--- config.mk ---
export PLATFORM = sky130hd
export DESIGN_NAME = pwm3_bridge_out
export DESIGN_NICKNAME = d
export VERILOG_FILES = /design/src/rtl/pwm3_pkg.sv /design/src/rtl/pwm3_carrier.sv /design/src/rtl/pwm3_regs.sv /design/src/rtl/pwm3_deadband.sv /design/src/rtl/pwm3_phase.sv /design/src/rtl/pwm3_bridge_out.sv
export SDC_FILE = /design/constraint.sdc
export NUM_CORES = 1
export LEC_CHECK = 0
export ABC_AREA = 1
export CAP_MARGIN = 20
export CORE_MARGIN = 1.5
export CORE_UTILIZATION = 40
export CTS_CLUSTER_DIAMETER = 80
export CTS_CLUSTER_SIZE = 16
export DETAILED_ROUTE_END_ITERATION = 8
export SLEW_MARGIN = 20
export SYNTH_ARGS = -nofsm -noshare
export SYNTH_HDL_FRONTEND = slang
export SYNTH_SLANG_ARGS = --single-unit
export TNS_END_PERCENT = 20
--- constraint.sdc ---
create_clock -name clk -period 2.7 [get_ports clk]
set_input_delay 0.54 -clock clk [delete_from_list [all_inputs] [get_ports clk]]
set_output_delay 0.54 -clock clk [all_outputs]
set_load 0.005 [all_outputs]
--- src/rtl/pwm3_pkg.sv ---
// Package pwm3_pkg
// Shared constants and types for the three-phase output stage: mode codes,
// the per-phase configuration record and the register port address map.
package pwm3_pkg;

    localparam int NUM_PH = 3;

    localparam logic [2:0] MODE_OFF = 3'b100;
    localparam logic [2:0] MODE_ON  = 3'b101;
    localparam logic [2:0] MODE_PWM = 3'b110;

    // Per-phase record; packed so that mode sits in the low bits.
    typedef struct packed {
        logic       lo_en;
        logic       hi_en;
        logic [2:0] mode;
    } ph_cfg_t;

    localparam int CFG_BITS = $bits(ph_cfg_t);
    localparam int CFG_W    = NUM_PH * CFG_BITS;

    typedef ph_cfg_t [NUM_PH-1:0] bridge_cfg_t;

    localparam logic [2:0] ADDR_PERIOD = 3'd0;
    localparam logic [2:0] ADDR_CMP0   = 3'd1;
    localparam logic [2:0] ADDR_CFG    = 3'd4;
    localparam logic [2:0] ADDR_CTRL   = 3'd5;

endpackage

--- src/rtl/pwm3_carrier.sv ---
// Module pwm3_carrier
// Up-counting carrier. Counts 0..period and wraps to 0. A count at or
// above the period (after the period is lowered) also wraps.
// Assumes the period is held in a register outside this module.
module pwm3_carrier #(
    parameter int CNT_W = 16
) (
    input  logic             clk,
    input  logic             rst_n,
    input  logic [CNT_W-1:0] period,
    output logic [CNT_W-1:0] cnt
);

    // Advance the carrier or wrap it at the period.
    always_ff @(posedge clk) begin
        if (!rst_n) begin
            cnt <= '0;
        end else if (cnt >= period) begin
            cnt <= '0;
        end else begin
            cnt <= cnt + 1'b1;
        end
    end

endmodule

--- src/rtl/pwm3_regs.sv ---
// Module pwm3_regs
// Register port and control state: period, compare values, shadow and
// working configuration, break synchroniser and main output enable.
// Assumes CNT_W >= CFG_W so that one write carries a whole configuration.
module pwm3_regs
    import pwm3_pkg::*;
#(
    parameter int               CNT_W      = 16,
    parameter logic [CNT_W-1:0] PERIOD_RST = CNT_W'(3599)
) (
    input  logic                         clk,
    input  logic                         rst_n,
    input  logic                         wr_en,
    input  logic [2:0]                   wr_addr,
    input  logic [CNT_W-1:0]             wr_data,
    input  logic                         commute,
    input  logic                         brk_in,
    output logic [CNT_W-1:0]             period,
    output logic [NUM_PH-1:0][CNT_W-1:0] cmp,
    output bridge_cfg_t                  act_cfg,
    output logic                         moe,
    output logic                         brk_sync
);

    bridge_cfg_t shadow_cfg;
    logic        brk_meta;
    logic        rearm_req;

    assign rearm_req = wr_en && (wr_addr == ADDR_CTRL) && wr_data[0];

    // Capture the carrier period.
    always_ff @(posedge clk) begin
        if (!rst_n) begin
            period <= PERIOD_RST;
        end else if (wr_en && wr_addr == ADDR_PERIOD) begin
            period <= wr_data;
        end
    end

    // One compare register per phase.
    for (genvar p = 0; p < NUM_PH; p++) begin : g_cmp
        // Capture this phase's compare value.
        always_ff @(posedge clk) begin
            if (!rst_n) begin
                cmp[p] <= '0;
            end else if (wr_en && wr_addr == (ADDR_CMP0 + 3'(p))) begin
                cmp[p] <= wr_data;
            end
        end
    end

    // Hold newly written phase settings until the next commutation.
    always_ff @(posedge clk) begin
        if (!rst_n) begin
            shadow_cfg <= '0;
        end else if (wr_en && wr_addr == ADDR_CFG) begin
            shadow_cfg <= bridge_cfg_t'(wr_data[CFG_W-1:0]);
        end
    end

    // Move the shadow settings into use, all phases at once.
    always_ff @(posedge clk) begin
        if (!rst_n) begin
            act_cfg <= '0;
        end else if (commute) begin
            act_cfg <= shadow_cfg;
        end
    end

    // Two-flop synchroniser for the asynchronous break request.
    always_ff @(posedge clk) begin
        if (!rst_n) begin
            brk_meta <= 1'b0;
            brk_sync <= 1'b0;
        end else begin
            brk_meta <= brk_in;
            brk_sync <= brk_meta;
        end
    end

    // Main enable: break clears it and wins; only a control write sets it.
    always_ff @(posedge clk) begin
        if (!rst_n) begin
            moe <= 1'b0;
        end else if (brk_sync) begin
            moe <= 1'b0;
        end else if (rearm_req) begin
            moe <= 1'b1;
        end
    end

endmodule

--- src/rtl/pwm3_deadband.sv ---
// Module pwm3_deadband
// Registered gate driver for one side of a leg. The output rises only after
// the demand has been held for DEAD_TICKS+1 samples and falls one edge after
// the demand drops. Assumes the two demands of a leg are never high together.
module pwm3_deadband #(
    parameter int DEAD_TICKS = 20
) (
    input  logic clk,
    input  logic rst_n,
    input  logic demand,
    output logic gate
);

    localparam int               RUN_W  = $clog2(DEAD_TICKS + 2);
    localparam logic [RUN_W-1:0] RUN_MX = RUN_W'(DEAD_TICKS);

    logic [RUN_W-1:0] run;

    // Count how long the demand has been held, saturating at the dead time.
    always_ff @(posedge clk) begin
        if (!rst_n) begin
            run <= '0;
        end else if (!demand) begin
            run <= '0;
        end else if (run != RUN_MX) begin
            run <= run + 1'b1;
        end
    end

    // Drive the gate once the hold time is complete.
    always_ff @(posedge clk) begin
        if (!rst_n) begin
            gate <= 1'b0;
        end else begin
            gate <= demand && (run == RUN_MX);
        end
    end

endmodule

--- src/rtl/pwm3_phase.sv ---
// Module pwm3_phase
// One half-bridge leg: decodes the mode into a reference level, gates the
// high side with the reference and the low side with its complement, and
// applies dead time on each side. Assumes `allow` already combines the main
// enable with the synchronised break.
module pwm3_phase
    import pwm3_pkg::*;
#(
    parameter int CNT_W      = 16,
    parameter int DEAD_TICKS = 20
) (
    input  logic             clk,
    input  logic             rst_n,
    input  logic [CNT_W-1:0] cnt,
    input  logic [CNT_W-1:0] cmp,
    input  ph_cfg_t          cfg,
    input  logic             allow,
    output logic             gate_hi,
    output logic             gate_lo
);

    logic ref_lvl;
    logic dem_hi;
    logic dem_lo;

    // Decode the mode into the phase reference; unknown codes stay inactive.
    always_comb begin
        unique case (cfg.mode)
            MODE_PWM: ref_lvl = (cnt < cmp);
            MODE_ON:  ref_lvl = 1'b1;
            MODE_OFF: ref_lvl = 1'b0;
            default:  ref_lvl = 1'b0;
        endcase
    end

    assign dem_hi = allow && cfg.hi_en && ref_lvl;
    assign dem_lo = allow && cfg.lo_en && !ref_lvl;

    pwm3_deadband #(.DEAD_TICKS(DEAD_TICKS)) u_db_hi (
        .clk    (clk),
        .rst_n  (rst_n),
        .demand (dem_hi),
        .gate   (gate_hi)
    );

    pwm3_deadband #(.DEAD_TICKS(DEAD_TICKS)) u_db_lo (
        .clk    (clk),
        .rst_n  (rst_n),
        .demand (dem_lo),
        .gate   (gate_lo)
    );

endmodule

--- src/rtl/pwm3_bridge_out.sv ---
// Module pwm3_bridge_out
// Top of the three-phase complementary PWM output stage: register port,
// carrier and three legs. Gate bit order is U, V, W from bit 0.
// Assumes commute is a single-cycle strobe synchronous to clk.
module pwm3_bridge_out
    import pwm3_pkg::*;
#(
    parameter int               CNT_W      = 16,
    parameter logic [CNT_W-1:0] PERIOD_RST = CNT_W'(3599),
    parameter int               DEAD_TICKS = 20
) (
    input  logic              clk,
    input  logic              rst_n,
    input  logic              wr_en,
    input  logic [2:0]        wr_addr,
    input  logic [CNT_W-1:0]  wr_data,
    input  logic              commute,
    input  logic              brk_in,
    output logic [NUM_PH-1:0] gate_hi,
    output logic [NUM_PH-1:0] gate_lo,
    output logic              out_enabled
);

    logic [CNT_W-1:0]             period;
    logic [CNT_W-1:0]             cnt;
    logic [NUM_PH-1:0][CNT_W-1:0] cmp;
    bridge_cfg_t                  act_cfg;
    logic                         moe;
    logic                         brk_sync;
    logic                         allow;

    pwm3_regs #(.CNT_W(CNT_W), .PERIOD_RST(PERIOD_RST)) u_regs (
        .clk      (clk),
        .rst_n    (rst_n),
        .wr_en    (wr_en),
        .wr_addr  (wr_addr),
        .wr_data  (wr_data),
        .commute  (commute),
        .brk_in   (brk_in),
        .period   (period),
        .cmp      (cmp),
        .act_cfg  (act_cfg),
        .moe      (moe),
        .brk_sync (brk_sync)
    );

    pwm3_carrier #(.CNT_W(CNT_W)) u_carrier (
        .clk    (clk),
        .rst_n  (rst_n),
        .period (period),
        .cnt    (cnt)
    );

    // Gates are released only with the enable set and no break pending.
    assign allow       = moe && !brk_sync;
    assign out_enabled = moe;

    for (genvar p = 0; p < NUM_PH; p++) begin : g_leg
        pwm3_phase #(.CNT_W(CNT_W), .DEAD_TICKS(DEAD_TICKS)) u_leg (
            .clk     (clk),
            .rst_n   (rst_n),
            .cnt     (cnt),
            .cmp     (cmp[p]),
            .cfg     (act_cfg[p]),
            .allow   (allow),
            .gate_hi (gate_hi[p]),
            .gate_lo (gate_lo[p])
        );
    end

endmodule

==> out/summary.txt <==
io pins: 31
Max-Cap Viols: 0
internal power: 3.67 mW
synth warn: 0
Clock transition at path regs: 0.06 ns
R2R Path Start: u_carrier.cnt[7]
Synth Area per Inst: 7.77 µm²
register area: 2980 µm²
setup bufs post-CTS: 0
Post-synth ARST share: 0%
Slew Limit Fails: 0
Row Count: 48
post-route DRC violation count: 0
first-pass GRT wire length: 24.1 mm
cell area power density: 588 nW/µm²
post_cts resized: 0
clock skew: 0.0126 ns
port bufs: 30
Switching Share: 23.9%
EDFF count, synth: 0
Final Wtd Congestion: 0.759
number of global-route vias before repair: 4905
dominant synthesized flop cell: dfxtp_1
post-synthesis net count: 1022
Most Frequent Cell on Critical Path: nand2_1
clock sink count: 149
post-synthesis sequential area ratio: 41.6%
element type at the critical path start: register
die height: 137 µm
first-pass iteration count of the detailed router: 4
routed vias: 5530
Setup CP Type: register to register
DIE AREA: 18800 µm²
Crit path largest cell delay: 0.56 ns
sequential power share: 47.3%
clk_lat worst skew: 0.42 ns
Max FO, Critical Path: 16
Final Hold Vio Count: 0
diode count: 0
Inst Count DP: 1154
setup TNS: 0 ns
HP Class: register to register
commonest non-fill, non-tap cell in the layout: dfxtp_1
hold_buf cts: 0
Netlist cell types: 30
status: completed
critical-path cell list: ha_1 -> a21oi_1 -> o21a_1 -> nand2_1 -> nand2_1 -> nand4_2 -> nor3_1
Non-Filler Instances: 1185
final setup violating endpoints: 0
CTS buffer count: 17
antenna viol nets, final: 0
Leak: 3.50 nW
Fillers: 1762
Core Area: 17400 µm²
vias per cell: 4.67
area of the multi-input gates: 3520 µm²
critical path's slowest cell: dfxtp_1
clk root buf: clkbuf_16
Comb pwr share: 6.8%
Initial DRC Count: 258
Clock Power Share: 45.9%
crit end category: register
Final HPWL DP: 10.3 mm
Slew headroom: 43.8%
initial antenna violation count: 0
CTS H-tree depth: 4
grt ovf: 0
mapped cell area: 7180 µm²
WP data arrival: 2.29 ns
required time worst endpoint: 3.03 ns
most frequent cells in the layout: dfxtp_1 (149), inv_1 (133), nor2_1 (129)
Routed WL: 14.3 mm
wire per inst: 12.0 µm
die width: 137 µm
post-synthesis cell count: 924
layout cells sized above 1: 5.52%
TritonCTS clock tree: built
fin crit share: 72.6%
deepest clock path buffer count: 2
Initial Utilization: 41.2%
Hold Path Origin: u_regs.brk_meta
GRT Resource Usage Total: 16.5%
RSZ-0062 raised after global routing: no
Switch Pwr: 1.16 mW
post-layout min period: 1.96 ns
worst vdd ir: 0.444 mV
largest net degree at the start of global routing: 97
Seq cells post-synth: 149
critical path launch point: u_carrier.cnt[7]
post-layout net count: 1046
Layout area overhead: 14.4%
max frequency: 0.510 GHz
Worst Tran Pin Value: 0.842 ns
-- power by group through the flow --
stage	registers (mW)	logic, mW	clock network (mW)
6_report	2.28	0.328	2.22
4_1_cts	2.28	0.332	2.27
2_1_floorplan	2.33	0.219	0
3_3_place_gp	2.33	0.325	0
5_1_grt	2.29	0.381	2.38
3_5_place_dp	2.33	0.329	0
-- kinds of logic after synthesis --
family                   Yosys count  synth area share (%)
adder cells (fa/ha/maj)           74                  12.9
AO/OA/AOI/OAI                    209                  14.9
AND/OR/NAND/NOR                  291                  17.4
buffers and inverters            169                  9.31
flip-flops                       149                  41.6
XOR/XNOR                          32                  3.91
-- flip-flops by register name, indices dropped and copies added (netlist names), 3 cells and up --
signal                    count
g_leg.u_leg.u_db_lo.run      15
g_leg.u_leg.u_db_hi.run      15
u_regs.cmp                   48
u_regs.act_cfg               15
g_leg.u_leg.u_db_lo.gate      3
u_regs.period                16
u_carrier.cnt                16
u_regs.shadow_cfg            15
g_leg.u_leg.u_db_hi.gate      3
-- final timing paths --
path / to / slack, ns / cells after the start
setup reg to reg: u_carrier.cnt[5] / 0.74 / 7
hold reg to reg: u_regs.brk_sync / 0.41 / 2
hold / removal: u_regs.brk_sync / 0.41 / 2
setup / recovery: u_carrier.cnt[5] / 0.74 / 7
-- area by class of cell --
cell class | instances | share of cell area (%)
Multi-Input combinational cell | 606 | 42.9
Sequential cell | 149 | 36.3
Inverter | 135 | 6.17
Timing Repair Buffer | 39 | 4.42
Clock buffer | 20 | 5.44
Tap cell | 225 | 3.43
Clock inverter | 11 | 1.25
-- per-stage QoR --
stage	worst slack [ns]	instance area, µm²	power (mW)	util [%]	hold slack, ns
after CTS	0.696	8210	4.89	47.1	0.410
final	0.740	8210	4.83	47.1	0.410
after global routing	0.488	8210	5.05	47.1	0.437
after global placement	0.699	7660	2.66	44.0	0.394
after detailed placement	0.636	7660	2.66	44.0	0.397
after floorplan	1.13	7180	2.54	-	0.390
-- per-layer routing --
metal  global-route usage [%]  up-vias  share of wire, %
met1                     22.2     2448                52
met5                        0        -                 0
li1                         -     3024                 -
met2                     26.2       49                45
met4                     5.15        0              0.92
met3                     3.74        9               2.2
-- worst max-delay path: cells and delay by family, from the launching register on --
kind	cells	cell delay, ns
AOI/OAI and AO/OA	2	0.29
and+or+nand+nor	4	0.70
adders and majority gates	1	0.32
DFF	1	0.56
-- cells in the mapped netlist (3+ instances only) --
cell / instances / area (µm²)
buf_2: 6 / 30.0
nand4_1: 10 / 62.6
xor2_1: 24 / 210
nor3_1: 6 / 30.0
inv_1: 133 / 499
nand3_2: 3 / 30.0
clkbuf_1: 21 / 78.8
o211ai_1: 6 / 45.0
buf_4: 7 / 52.6
nor3b_1: 3 / 22.5
a21oi_1: 96 / 480
xnor2_1: 8 / 70.1
nor2_1: 129 / 484
nand3_1: 27 / 135
dfxtp_1: 149 / 2980
o21ai_0: 104 / 521
nand2_1: 103 / 387
ha_1: 74 / 926
No activity file was read; power rests on OpenSTA's default activity.
